**src/rtl/mmio_acc_alu_pkg.sv**
```systemverilog
package mmio_acc_alu_pkg;

    localparam int OFS_W = 3;

    typedef enum logic [OFS_W-1:0] {
        OP_LOAD = 3'd0,
        OP_SUB  = 3'd1,
        OP_RSUB = 3'd2,
        OP_ADD  = 3'd3,
        OP_XOR  = 3'd4,
        OP_AND  = 3'd5,
        OP_OR   = 3'd6,
        OP_SHR  = 3'd7
    } op_e;

    typedef struct packed {
        logic n;
        logic z;
        logic o;
        logic c;
    } flags_t;

endpackage

```
**src/rtl/maa_decode.sv**
```systemverilog
module maa_decode
    import mmio_acc_alu_pkg::*;
#(
    parameter int          AW        = 16,
    parameter logic [15:0] BASE_ADDR = 16'hFFF0
) (
    input  logic [AW-1:0] addr,
    output logic          hit,
    output op_e           op
);
    localparam logic [AW-1:0] BASE = AW'(BASE_ADDR);

    always_comb begin
        hit = (addr[AW-1:OFS_W] == BASE[AW-1:OFS_W]);
        op  = op_e'(addr[OFS_W-1:0]);
    end
endmodule

```
**src/rtl/maa_adder.sv**
```systemverilog
module maa_adder #(
    parameter int DW = 16
) (
    input  logic [DW-1:0] a,
    input  logic [DW-1:0] b,
    input  logic          cin,
    output logic [DW-1:0] sum,
    output logic          cout,
    output logic          ovf
);
    logic [DW:0]   full;
    logic [DW-1:0] low;

    always_comb begin
        full = {1'b0, a} + {1'b0, b} + {{DW{1'b0}}, cin};
        low  = {1'b0, a[DW-2:0]} + {1'b0, b[DW-2:0]} + {{(DW-1){1'b0}}, cin};
        sum  = full[DW-1:0];
        cout = full[DW];
        ovf  = low[DW-1] ^ full[DW];
    end
endmodule

```
**src/rtl/maa_exec.sv**
```systemverilog
module maa_exec
    import mmio_acc_alu_pkg::*;
#(
    parameter int DW = 16
) (
    input  op_e           op,
    input  logic [DW-1:0] acc,
    input  logic [DW-1:0] data,
    input  flags_t        flags_q,
    output logic [DW-1:0] acc_nx,
    output flags_t        flags_nx
);
    logic [DW-1:0] opa, opb, sum, logic_res;
    logic          cin, cout, ovf;

    always_comb begin
        unique case (op)
            OP_SUB:  begin opa = acc;  opb = ~data; cin = 1'b1; end
            OP_RSUB: begin opa = data; opb = ~acc;  cin = 1'b1; end
            default: begin opa = acc;  opb = data;  cin = 1'b0; end
        endcase
    end

    maa_adder #(.DW(DW)) u_add (
        .a(opa), .b(opb), .cin(cin), .sum(sum), .cout(cout), .ovf(ovf)
    );

    always_comb begin
        unique case (op)
            OP_XOR:  logic_res = acc ^ data;
            OP_AND:  logic_res = acc & data;
            OP_OR:   logic_res = acc | data;
            default: logic_res = {1'b0, data[DW-1:1]};
        endcase
    end

    always_comb begin
        unique case (op)
            OP_LOAD: begin
                acc_nx   = data;
                flags_nx = flags_q;
            end
            OP_SUB, OP_RSUB, OP_ADD: begin
                acc_nx     = sum;
                flags_nx.n = sum[DW-1];
                flags_nx.z = (sum == '0);
                flags_nx.o = ovf;
                flags_nx.c = cout;
            end
            default: begin
                acc_nx     = logic_res;
                flags_nx.n = logic_res[DW-1];
                flags_nx.z = (logic_res == '0);
                flags_nx.o = 1'b0;
                flags_nx.c = flags_q.c;
            end
        endcase
    end
endmodule

```
**src/rtl/maa_cond.sv**
```systemverilog
module maa_cond
    import mmio_acc_alu_pkg::*;
#(
    parameter int DW       = 16,
    parameter int TRUE_VAL = 2
) (
    input  op_e           sel,
    input  logic [DW-1:0] acc,
    input  flags_t        flags,
    output logic [DW-1:0] value
);
    localparam logic [DW-1:0] T_WORD = DW'(TRUE_VAL);
    logic bit_true;

    always_comb begin
        unique case (sel)
            OP_SUB:  bit_true = flags.n;
            OP_RSUB: bit_true = flags.z;
            OP_ADD:  bit_true = flags.o;
            OP_XOR:  bit_true = flags.c;
            OP_AND:  bit_true = flags.n ^ flags.o;
            OP_OR:   bit_true = (flags.n ^ flags.o) | flags.z;
            OP_SHR:  bit_true = flags.c ^ ~flags.z;
            default: bit_true = 1'b0;
        endcase
        value = (sel == OP_LOAD) ? acc : (bit_true ? T_WORD : '0);
    end
endmodule

```
**src/rtl/mmio_acc_alu.sv**
```systemverilog
module mmio_acc_alu
    import mmio_acc_alu_pkg::*;
#(
    parameter int          DW        = 16,
    parameter int          AW        = 16,
    parameter logic [15:0] BASE_ADDR = 16'hFFF0
) (
    input  logic          clk,
    input  logic          rst_n,
    input  logic [AW-1:0] bus_addr,
    input  logic          bus_wr,
    input  logic [DW-1:0] bus_wdata,
    input  logic          bus_rd,
    output logic [DW-1:0] bus_rdata,
    output logic          win_sel
);
    logic          hit;
    op_e           op;
    logic [DW-1:0] acc_q, acc_nx, cond_val;
    flags_t        flags_q, flags_nx;

    maa_decode #(.AW(AW), .BASE_ADDR(BASE_ADDR)) u_dec (
        .addr(bus_addr), .hit(hit), .op(op)
    );

    maa_exec #(.DW(DW)) u_exec (
        .op(op), .acc(acc_q), .data(bus_wdata), .flags_q(flags_q),
        .acc_nx(acc_nx), .flags_nx(flags_nx)
    );

    maa_cond #(.DW(DW), .TRUE_VAL(2)) u_cond (
        .sel(op), .acc(acc_q), .flags(flags_q), .value(cond_val)
    );

    always_ff @(posedge clk) begin
        if (!rst_n) begin
            acc_q   <= '0;
            flags_q <= '0;
        end else if (hit && bus_wr) begin
            acc_q   <= acc_nx;
            flags_q <= flags_nx;
        end
    end

    always_comb begin
        win_sel   = hit;
        bus_rdata = (hit && bus_rd) ? cond_val : '0;
    end

    a_r8_idle_holds: assert property (@(posedge clk) disable iff (!rst_n)
        !(hit && bus_wr) |=> ($stable(acc_q) && $stable(flags_q)));

    a_r6_load_keeps_flags: assert property (@(posedge clk) disable iff (!rst_n)
        (hit && bus_wr && op == OP_LOAD) |=> $stable(flags_q));

    a_r5_logic_clears_o: assert property (@(posedge clk) disable iff (!rst_n)
        (hit && bus_wr && (op == OP_XOR || op == OP_AND || op == OP_OR || op == OP_SHR))
        |=> (!flags_q.o && flags_q.c == $past(flags_q.c)));

    a_r5_shift_msb_zero: assert property (@(posedge clk) disable iff (!rst_n)
        (hit && bus_wr && op == OP_SHR) |=> (!acc_q[DW-1] && !flags_q.n));

    a_r7_cond_two_or_zero: assert property (@(posedge clk) disable iff (!rst_n)
        (hit && bus_rd && op != OP_LOAD) |-> (bus_rdata == DW'(0) || bus_rdata == DW'(2)));

    a_r9_rdata_quiet: assert property (@(posedge clk) disable iff (!rst_n)
        !(hit && bus_rd) |-> (bus_rdata == '0));
endmodule

```
**config.mk**
```make
export PLATFORM = sky130hd
export DESIGN_NAME = mmio_acc_alu
export DESIGN_NICKNAME = d
export VERILOG_FILES = /design/src/rtl/mmio_acc_alu_pkg.sv /design/src/rtl/maa_decode.sv /design/src/rtl/maa_adder.sv /design/src/rtl/maa_exec.sv /design/src/rtl/maa_cond.sv /design/src/rtl/mmio_acc_alu.sv
export SDC_FILE = /design/constraint.sdc
export NUM_CORES = 1
export LEC_CHECK = 0
export BUFFER_PORTS_ARGS = -buffer_cell sky130_fd_sc_hd__buf_2
export CORE_MARGIN = 1
export CORE_UTILIZATION = 33
export CTS_CLUSTER_SIZE = 30
export DETAILED_ROUTE_END_ITERATION = 8
export SYNTH_ARGS = -nofsm -noshare
export SYNTH_HDL_FRONTEND = slang
export SYNTH_HIERARCHICAL = 1
export SYNTH_SLANG_ARGS = --single-unit
```
**constraint.sdc**
```tcl
create_clock -name clk -period 7.45 [get_ports clk]
set_clock_uncertainty 0.15 [all_clocks]
set_input_delay 0.3725 -clock clk [delete_from_list [all_inputs] [get_ports clk]]
set_output_delay 0.3725 -clock clk [all_outputs]
set_load 0.01 [all_outputs]
```
Word-level counts from Yosys, hierarchy flattened
Index checks and enable logic that the tools add are counted.
Storage, ports and cells
  register bits after elaboration: 20
  bits in latches: 0
  memory bits (writable): 0
  memory bits (read-only): 0
  input port bits: 36
  memories kept: 0
Cells by class
  add/subtract/negate cells: 4
  multipliers: 0
  divide/modulo/power cells: 0
  order comparisons: 0
  equality and inequality tests: 8
  shifts and indexed selects: 0
  mux-type cells: 10
  bitwise logic cells: 11
  reductions and logical operators: 9
Operator list (count)
  16-bit case mux with 2 select lines: 2
  16-bit two-way mux: 3
  16-bit case mux with 3 select lines: 1
  16-bit logical NOT: 2
  16-bit inverter: 2
  16-bit by 16-bit adder with 17-bit output: 1
  17-bit by 1-bit adder with 17-bit output: 1
  15-bit by 15-bit adder with 16-bit output: 1
  16-bit by 1-bit adder with 16-bit output: 1
  16-bit bitwise AND: 1
  16-bit OR: 1
  16-bit XOR: 1
  13-bit equality test, second input constant: 1
  3-bit equality test, second input constant: 4
  4-bit case mux with 2 select lines: 1
  1-bit case mux with 7 select lines: 1
  3-bit by 2-bit equality test with 1-bit output, second input constant: 2
  3-bit by 1-bit equality test with 1-bit output, second input constant: 1
  3-bit logical NOT: 1
  3-bit AND reduction: 1
  3-bit OR reduction: 1
  1-bit XOR: 3
  1-bit logical AND: 2
  2-bit two-way mux: 1
  other kinds (5): 6

Longest topological paths before layout
Gate-level depths: netlist of the first run.
  depth after elaboration: 6
  gate-level depth with buffers: 25

By module
The synthesis of the first run kept the hierarchy.
By module, submodules not included
  maa_exec: instances 1, cells each 314, area an instance 2079.5 um2, seq. area each 0.0 um2
  mmio_acc_alu: instances 1, cells each 110, area an instance 965.9 um2, seq. area each 400.4 um2
  maa_adder: instances 1, cells each 110, area an instance 830.8 um2, seq. area each 0.0 um2
  maa_cond: instances 1, cells each 32, area an instance 203.9 um2, seq. area each 0.0 um2
  maa_decode: instances 1, cells each 8, area an instance 58.8 um2, seq. area each 0.0 um2

Worst setup path before layout of the first run
Ideal clock, no wire load.
  path type: in2reg
  from: input bus_addr[0]
  to: register flags_q[2] (netlist name)
  library setup time: 67 ps
  arrival time: 4059 ps
  setup slack: 3174 ps
  stages on the path: 23
  path buffers: 5
  cells stage by stage: buf_4 -> buf_6 -> buf_6 -> nor3b_1 -> or2_1 -> buf_2 -> buf_2 -> fa_1 -> inv_1 -> fa_1 -> and2b_1 -> o21bai_4 -> a211oi_1 -> o21bai_1 -> o21ai_1 -> xor2_1 -> nor4_1 -> nand4_1 -> o21ai_0 -> nand2_1 -> o31ai_1 -> nand4_1 -> o21ai_2
RTL lines
  from (decl): RTL line mmio_acc_alu.sv:10  | input logic [AW-1:0] bus_addr,

==> results_dict.tcl, run 1 <==
set metrics [dict create \
    die-area_mm2 0.0130 \
    hold_viol_final 0 \
    reg_to_reg_start "acc_q[0]" \
    preCtsSetupSlack_ns 2.41 \
    maximum_count_of_clock_buffers_along_a_single_path 2 \
    ys_dominant_reg_cell "dfxtp_1" \
    drive_above_1_share_pct 17.6 \
    part_of_the_power_in_registers_pct 25.4 \
    number_of_optimization_iterations_in_the_first_detailed_route_pass 5 \
    synth.distinct_cells 77 \
    final-seq-area_um2 400 \
    layout.cells.most_common "nand2_1" \
    postSynthRegisterBits 20 \
    end_kind "flop" \
    synth_edf_count 0 \
    netSwitchingPower_uw 161 \
    layout.cells.most_common_list "85 x nand2_1, 57 x o21ai_0, 52 x buf_2" \
    htreeDepth 1 \
    first_global_vias 4009 \
    drt_iter0_drc 383 \
    dieWidth_um 114 \
    tritoncts_clock_tree "built" \
    arrival_ns 4.95 \
    place_hpwl_um 10100 \
    critical_path_fanout_max 35 \
    vias 4247 \
    finalMaxSlewViolations 0 \
    grt_overflow_total 0 \
    timing.setup.tns_ns 0 \
    multi_input_gate_area_in_the_final_layout_mm2 0.00334 \
    p_clk_share_pct 28.0 \
    synth.yosys.warnings 6 \
    io_buffers 52 \
    gpl.final_weighted_congestion 0.941 \
    boundaryPins 53 \
    seq_area_frac_synth_pct 9.67 \
    postSynth.asyncResetShare_pct 0 \
    route.detailed.wl_per_inst_um 16.7 \
    post_synth_inst_count 574 \
    worst_hold_path_type "reg2reg" \
    sw_frac_of_total_pct 38.1 \
    maxCapViolations 0 \
    reg2reg_depth 18 \
    leakagePower_uw 0.00206 \
    worst_setup_hold_path_clk_slew_ns 0.05 \
    status "finished clean" \
    total_clock_buffers_created_by_cts 3 \
    startpoint "bus_addr[1]" \
    cell_internal_pwr_uw 261 \
    fin_nets 681 \
    worst_hold_path.num_cells 2 \
    critical_path.startpoint_type "input port" \
    vias_per_cell 5.57 \
    start_util_pct 34.2 \
    finalWorstSetupSlack_ns 2.53 \
    worstHoldStart "flags_q[3]" \
    worstSetupPathType "in2reg" \
    r2r_end "flags_q[2]" \
    postSynthAreaPerCell_um2 7.21 \
    flow.area_growth_from_synthesis_pct 9.16 \
    slew-limit-headroom_pct 49.2 \
    grt_start_max_net_pins 49 \
    unrepaired_setup_endpoints_after_global_routing "false" \
    numClockSinks 20 \
    grt_antenna_before_repair 0 \
    setup.reg_to_reg.worst_slack_ns 3.48 \
    final.period_utilization_pct 66.0 \
    quantity_of_hold_fixing_buffers_added_after_cts 0 \
    min_to "flags_q[3]" \
    grt_pass1_wl_um 21200 \
    n_antenna_cell 0 \
    insertion_delay_ns 0.25 \
    cts_setup_buffers 0 \
    critical_path_required_ns 7.48 \
    die_height_um 114 \
    synth_nets 659 \
    setup-violations-final 0 \
    nFillCells 1320 \
    power.ir.vdd_worst_mv 0.0997 \
    power_frac_comb_pct 46.6 \
    route.final.wire_length_um 12700 \
    clock_tree.root_cell "clkbuf_16" \
    synth_area_mm2 0.00414 \
    fmax_mhz 203 \
    globalRouteTotalUtil_pct 20.0 \
    drt.antenna.violating_nets 0 \
    power-per-cell-area_mw_per_mm2 93.3 \
    std_cell_rows 40 \
    timing_worst_slew_pin_value_ns 0.759 \
    postCtsResizedCells 0 \
    final.min_clock_period_ns 4.92 \
    remaining_drc_errors 0 \
    design.core.area_mm2 0.0121 \
]
## synth_stat cells (6+ instances only)
cell type,instances,area (µm²)
ha_1,47,588
dfxtp_1,20,400
o21ai_0,57,285
a21oi_1,20,100
inv_1,48,180
buf_6,6,67.6
and3_1,19,119
mux2i_1,22,220
nand2_1,85,319
clkbuf_1,12,45.0
nand4_1,23,144
xnor2_1,12,105
and2_1,19,119
buf_2,17,85.1
o21ai_1,10,50.1
o21ai_2,20,175
nor2_1,17,63.8
## how the worst max path moves through the flow
stage	to	slack, ns	cells after the start
2_1_floorplan	flags_q[2]	3.17	23
3_3_place_gp	flags_q[2]	2.50	23
3_5_place_dp	flags_q[2]	2.41	20
4_1_cts	flags_q[2]	2.64	23
5_1_grt	flags_q[2]	2.16	20
6_report	flags_q[2]	2.53	23
## flip-flops by register name (all words and copies together), names as in the netlist
register,count
acc_q,16
flags_q,4
## worst max-delay path, cell delays in order
cell	delay, ns
buf_2	0.51
nor3b_2	0.10
buf_4	0.22
or2_1	0.46
nand2_1	0.14
o21ai_0	0.08
o21ai_0	0.11
fa_1	0.26
inv_1	0.07
fa_1	0.41
and2b_1	0.27
o21bai_4	0.08
a211oi_1	0.38
o21bai_1	0.16
o21ai_1	0.20
xor2_1	0.12
nor4_1	0.28
nand4_1	0.14
o21ai_0	0.19
nand2_1	0.08
o31ai_1	0.08
nand4_1	0.13
o21ai_2	0.08
## cell type report
cell class | instances | area share (%)
clock buffers | 4 | 1.97
flip-flops and latches | 20 | 8.86
well taps | 168 | 4.65
repair buffers | 57 | 6.59
multi-input cells | 466 | 73.9
inverters | 48 | 3.99
## power by group through the flow
stage | sequential, µW | combinational [µW] | clock [µW]
detailed placement | 109 | 190 | 0
global route | 107 | 215 | 126
CTS | 107 | 192 | 120
global placement | 109 | 190 | 0
floorplan | 109 | 138 | 0
finish | 107 | 197 | 118
## cell families (layout without fill, tap and decap cells)
logic type / count (synthesis) / after routing / share of synthesized area (%)
buffers and inverters: 88 / 109 / 9.95
XOR/XNOR: 15 / 15 / 3.17
AND/OR/NAND/NOR: 202 / 202 / 25.7
multiplexers: 30 / 30 / 8.22
adder cells (fa/ha/maj): 49 / 49 / 15.2
AO/OA/AOI/OAI: 170 / 170 / 28.1
flip-flops: 20 / 20 / 9.67
## routing by layer
layer	wire length [µm]	vias up	GRT usage (%)	part of all wire, %
li1	-	2102	-	-
met1	6440	1970	30.3	51
met2	5480	157	31.7	43
met3	650	18	0.797	5.1
met4	139	0	3.12	1.1
met5	0	-	0	0
## per-stage QoR
step                cells  hold WS [ns]  power (µW)  utilization [%]  instance area, µm²
floorplan             574         0.324         247                -                4140
global placement      759         0.350         299             36.6                4430
detailed placement    759         0.360         300             36.6                4430
CTS                   763         0.368         419             37.3                4520
global route          763         0.402         448             37.3                4520
finish                763         0.363         422             37.3                4520
Note: power is estimated with default switching activity, not from simulation.
==> run 2, diff against run 1 <==
- clock period: 7.45 -> 4.6 ns (I/O delays scaled with it)
==> results_dict.tcl, run 2 (synthesis gave the netlist of run 1 again) <==
set metrics [dict create \
    status "finished clean" \
    hold-worst-slack_ns 0.313 \
    start_util_pct 34.2 \
    die_height_um 114 \
    path_cells "buf_2 -> nor3b_2 -> buf_4 -> nand2_1 -> o21ai_0 -> fa_1 -> inv_1 -> fa_1 -> and2b_1 -> o21bai_4 -> a211oi_1 -> o21bai_1 -> o21ai_1 -> xor2_1 -> nor4_1 -> nand4_1 -> o21ai_0 -> nand2_1 -> o31ai_1 -> nand4_1 -> o21ai_2" \
    worstSetupPathType "in2reg" \
    end_kind "flop" \
    die-area_mm2 0.0130 \
    maximum_count_of_clock_buffers_along_a_single_path 2 \
    unrepaired_setup_endpoints_after_global_routing "false" \
    grt_use_met2_pct 30.4 \
    hold_viol_final 0 \
    postCtsResizedCells 0 \
    std_cell_rows 40 \
    clock_tree.root_cell "clkbuf_16" \
    grtUsageMet1_pct 30.1 \
    layout.cells.most_common_list "85 x nand2_1, 57 x o21ai_0, 52 x buf_2" \
    drt.antenna.violating_nets 0 \
    total_clock_buffers_created_by_cts 3 \
    remaining_drc_errors 0 \
    layout.cells.most_common "nand2_1" \
    globalRouteTotalUtil_pct 19.6 \
    fmax_mhz 258 \
    power-per-cell-area_mw_per_mm2 152 \
    route.final.wire_length_um 12800 \
    nFillCells 1291 \
    final.period_utilization_pct 84.1 \
    critical_path_required_ns 4.63 \
    max_stage_delay_ns 0.40 \
    power.ir.vdd_worst_mv 0.167 \
    grt_start_max_net_pins 52 \
    number_of_flip_flops_in_the_largest_register 16 \
    grt_antenna_before_repair 0 \
    drt_iter0_drc 448 \
    use_met3_pct 1.33 \
    finalCoreUtilization_pct 37.5 \
    n_antenna_cell 0 \
    vias 4323 \
    maxCapViolations 0 \
    numClockSinks 20 \
    grt_pass1_wl_um 20700 \
    first_global_vias 3943 \
    grt_busiest_layer "met2" \
    registers.top_by_ff_count "acc_q" \
    dieWidth_um 114 \
    leakagePower_uw 0.00208 \
    htreeDepth 1 \
    place_hpwl_um 10100 \
    critical_path_buf_inv_count 3 \
    design.core.area_mm2 0.0121 \
    io_buffers 52 \
    timing.setup.tns_ns 0 \
    boundaryPins 53 \
    cts_setup_buffers 0 \
    slew-limit-headroom_pct 53.6 \
    quantity_of_hold_fixing_buffers_added_after_cts 0 \
    final.min_clock_period_ns 3.87 \
    worst_hold_path_type "in2reg" \
    tritoncts_clock_tree "built" \
    finalMaxSlewViolations 0 \
    insertion_delay_ns 0.25 \
    setup-violations-final 0 \
    grt_overflow_total 0 \
    critical_path_fanout_max 32 \
    critical_path.startpoint_type "input port" \
    fin_nets 684 \
    path_delay_family "simple AND/OR/NAND/NOR gates" \
    number_of_optimization_iterations_in_the_first_detailed_route_pass 5 \
    vias_per_cell 5.64 \
    arrival_ns 3.91 \
    route.detailed.wl_per_inst_um 16.6 \
    timing_worst_slew_pin_value_ns 0.692 \
    gpl.final_weighted_congestion 0.943 \
    multi_input_gate_area_in_the_final_layout_mm2 0.00334 \
    final-seq-area_um2 400 \
    slowest_library_cell_on_the_worst_path "fa_1" \
    flow.area_growth_from_synthesis_pct 9.70 \
    layout_top_registers "acc_q (16), flags_q (4)" \
    worst_setup_hold_path_clk_slew_ns 0.05 \
    drive_above_1_share_pct 18.1 \
]
run 2: cell count changes in the layout (fill, tap and decap cells not counted):
cell and delta:
buf_4 +3
run 2: area by class of cell:
class,count,share of cell area (%)
tap,168,4.63
clock buffer,4,1.96
inverter,48,3.97
multi-input combinational,466,73.6
sequential,20,8.82
timing repair buffer,60,7.05
run 2: path summary, 6_finish.rpt:
check	start	to	slack, ns	depth (start not counted)
worst max-delay path	bus_addr[0]	flags_q[2]	0.73	21
worst min-delay path	bus_wr	flags_q[0]	0.31	3
worst max register to register	acc_q[0]	flags_q[2]	0.74	18
worst min register to register	flags_q[3]	flags_q[3]	0.36	2
run 2: where the power goes:
group          switching (µW)  internal, µW
logic                     202           119
clock network            62.4           132
registers              0.0152           173
total                     264           424
run 2: metrics by stage:
stage | cells | power, µW | setup slack, ns | area, µm²
after floorplan | 574 | 400 | 0.466 | 4140
after global placement | 762 | 484 | 0.629 | 4450
after detailed placement | 762 | 487 | 0.511 | 4450
after CTS | 766 | 683 | 0.752 | 4540
after global routing | 766 | 724 | 0.249 | 4540
final | 766 | 688 | 0.729 | 4540
run 2: worst min-delay path, cell delays in order:
cell     delay (ns)
buf_2          0.23
nand4_1        0.16
o21ai_2        0.05
run 2: per-layer routing:
metal | up-vias | wire length (µm)
met2 | 199 | 5450
met5 | - | 0
met3 | 10 | 802
met4 | 0 | 85
li1 | 2114 | -
met1 | 2000 | 6410
==> run 3, diff against run 2 <==
- clock period: 4.6 -> 3.5 ns (I/O delays scaled with it)
==> results_dict.tcl, run 3 (synthesis gave the netlist of run 1 again) <==
set metrics [dict create \
    status "finished clean" \
    grt_overflow_total 0 \
    part_of_the_power_in_registers_pct 22.9 \
    htreeDepth 1 \
    clock_tree.root_cell "clkbuf_16" \
    grt_pass1_wl_um 22100 \
    layout.cells.most_common_list "84 x nand2_1, 66 x buf_4, 50 x buf_2" \
    route.detailed.wl_per_inst_um 16.2 \
    n_antenna_cell 0 \
    total_power_uw 997 \
    power-per-cell-area_mw_per_mm2 192 \
    fin_area_mm2 0.00519 \
    grtUsageMet1_pct 30.3 \
    maximum_count_of_clock_buffers_along_a_single_path 2 \
    unrepaired_setup_endpoints_after_global_routing "true" \
    numClockSinks 20 \
    worstSetupPathType "in2reg" \
    quantity_of_hold_fixing_buffers_added_after_cts 0 \
    finalWorstSetupSlack_ns 0.0250 \
    fmax_mhz 288 \
    first_global_vias 4332 \
    detailed_place.area_mm2 0.00496 \
    number_of_optimization_iterations_in_the_first_detailed_route_pass 6 \
    slowest_library_cell_on_the_worst_path "fa_2" \
    remaining_drc_errors 0 \
    critical_path_cell_count 21 \
    p_clk_share_pct 23.2 \
    vias 4508 \
    drt_iter0_drc 345 \
    std_cell_rows 40 \
    critical_path_required_ns 3.54 \
    number_of_flip_flops_in_the_largest_register 16 \
    critical_path_buf_inv_count 3 \
    grt_busiest_layer "met2" \
    preCtsSetupSlack_ns -0.388 \
    sw_frac_of_total_pct 37.8 \
    die_height_um 114 \
    gpl.final_weighted_congestion 0.926 \
    critical-path-top-cell-by-count "o21ai_2" \
    final-seq-area_um2 400 \
    grt_use_met2_pct 33.9 \
    slew-limit-headroom_pct 40.8 \
    cell_internal_pwr_uw 620 \
    drt.antenna.violating_nets 0 \
    multi_input_gate_area_in_the_final_layout_mm2 0.00346 \
    setup-violations-final 0 \
    worst_setup_hold_path_clk_slew_ns 0.05 \
    layout.cells.most_common "nand2_1" \
    critical_path_fanout_max 16 \
    place_hpwl_um 10700 \
    tritoncts_clock_tree "built" \
    nFillCells 1252 \
    final.period_utilization_pct 99.3 \
    reg2reg_depth 18 \
    drive_above_1_share_pct 29.2 \
    die-area_mm2 0.0130 \
    path_cells "buf_2 -> nor3b_4 -> buf_4 -> o21ai_1 -> o21ai_1 -> fa_2 -> inv_2 -> fa_2 -> and2b_2 -> o21bai_4 -> a211oi_2 -> o21bai_2 -> o21ai_2 -> xor2_2 -> nor4_2 -> nand4_1 -> o21ai_2 -> nand2_1 -> o31ai_2 -> nand4_1 -> o21ai_2" \
    timing_worst_slew_pin_value_ns 0.881 \
    netSwitchingPower_uw 377 \
    critical_path.startpoint_type "input port" \
    finalMaxSlewViolations 0 \
    worst_hold_path_type "in2reg" \
    layout_top_registers "acc_q (16), flags_q (4)" \
    placedCellCount 821 \
    path_delay_family "simple AND/OR/NAND/NOR gates" \
    vias_per_cell 5.44 \
    worst_hold_path.num_cells 3 \
    post_layout_nonfiller_instances 829 \
    hold_viol_final 0 \
    power_frac_comb_pct 53.9 \
    flow.area_growth_from_synthesis_pct 25.4 \
    arrival_ns 3.51 \
    fin_nets 748 \
    end_kind "flop" \
    globalRouteTotalUtil_pct 21.1 \
    grt_antenna_before_repair 0 \
    power.ir.vdd_worst_mv 0.167 \
    use_met3_pct 2.07 \
    hold-worst-slack_ns 0.251 \
    start_util_pct 34.2 \
    boundaryPins 53 \
    leakagePower_uw 0.00244 \
    insertion_delay_ns 0.25 \
    final.min_clock_period_ns 3.48 \
    design.core.area_mm2 0.0121 \
    dieWidth_um 114 \
    io_buffers 52 \
    maxCapViolations 0 \
    route.final.wire_length_um 13500 \
    total_clock_buffers_created_by_cts 3 \
    max_stage_delay_ns 0.33 \
    grt_start_max_net_pins 52 \
    registers.top_by_ff_count "acc_q" \
]
-- run 3: cell count changes in the layout (fill, tap and decap cells not counted), moves of 3 or more --
| cell | previous run | this run |
|---|---|---|
| buf_4 | 8 | 66 |
| o21ai_0 | 57 | 48 |
| buf_12 | 0 | 3 |
| buf_6 | 0 | 3 |
| o21ai_2 | 20 | 23 |
| o21ai_1 | 10 | 16 |
-- run 3: power groups by stage --
stage	registers [µW]	logic (µW)	clock network [µW]
floorplan	233	301	0
global placement	233	491	0
detailed placement	233	495	0
CTS	228	511	239
global route	228	590	247
finish	228	538	232
-- run 3: path summary, 6_finish.rpt --
path,startpoint,endpoint,slack (ns)
worst max-delay path,bus_addr[2],flags_q[2],0.02
worst min-delay path,bus_wr,acc_q[1],0.25
worst max register to register,acc_q[0],flags_q[2],0.05
worst min register to register,flags_q[3],flags_q[3],0.37
-- run 3: routing by layer --
metal  wire length (µm)  vias up
met5                  0        -
met4                232        0
met3                843       20
met2               6020      154
met1               6350     2095
li1                   -     2239
-- run 3: worst register-to-register path, stage by stage, from the launching register on --
cell and delay [ns]:
dfxtp_1 0.30, buf_4 0.15, o21ai_1 0.19, fa_2 0.26
inv_2 0.04, fa_2 0.34, and2b_2 0.26, o21bai_4 0.07
a211oi_2 0.27, o21bai_2 0.12, o21ai_2 0.17, xor2_2 0.11
nor4_2 0.29, nand4_1 0.19, o21ai_2 0.15, nand2_1 0.07
o31ai_2 0.06, nand4_1 0.13, o21ai_2 0.08
-- run 3: area by class of cell --
class,count,share of cell area [%]
multi-input combinational,466,66.6
tap,168,4.05
clock buffer,3,1.45
inverter,48,3.47
sequential,20,7.71
timing repair buffer,124,16.8
-- run 3: through the flow --
step	setup TNS, ns	util, %
after floorplan	-0.0952	-
after global placement	-0.604	41.0
after detailed placement	-1.00	41.0
after CTS	-0.0401	42.1
after global routing	-0.260	42.9
final	0	42.9
-- run 3: repair_timing --
action,in CTS,in global routing
endpoints found under the setup margin,1,9
pin swaps,15,16
setup buffers,3,2
gates resized for setup,11,24
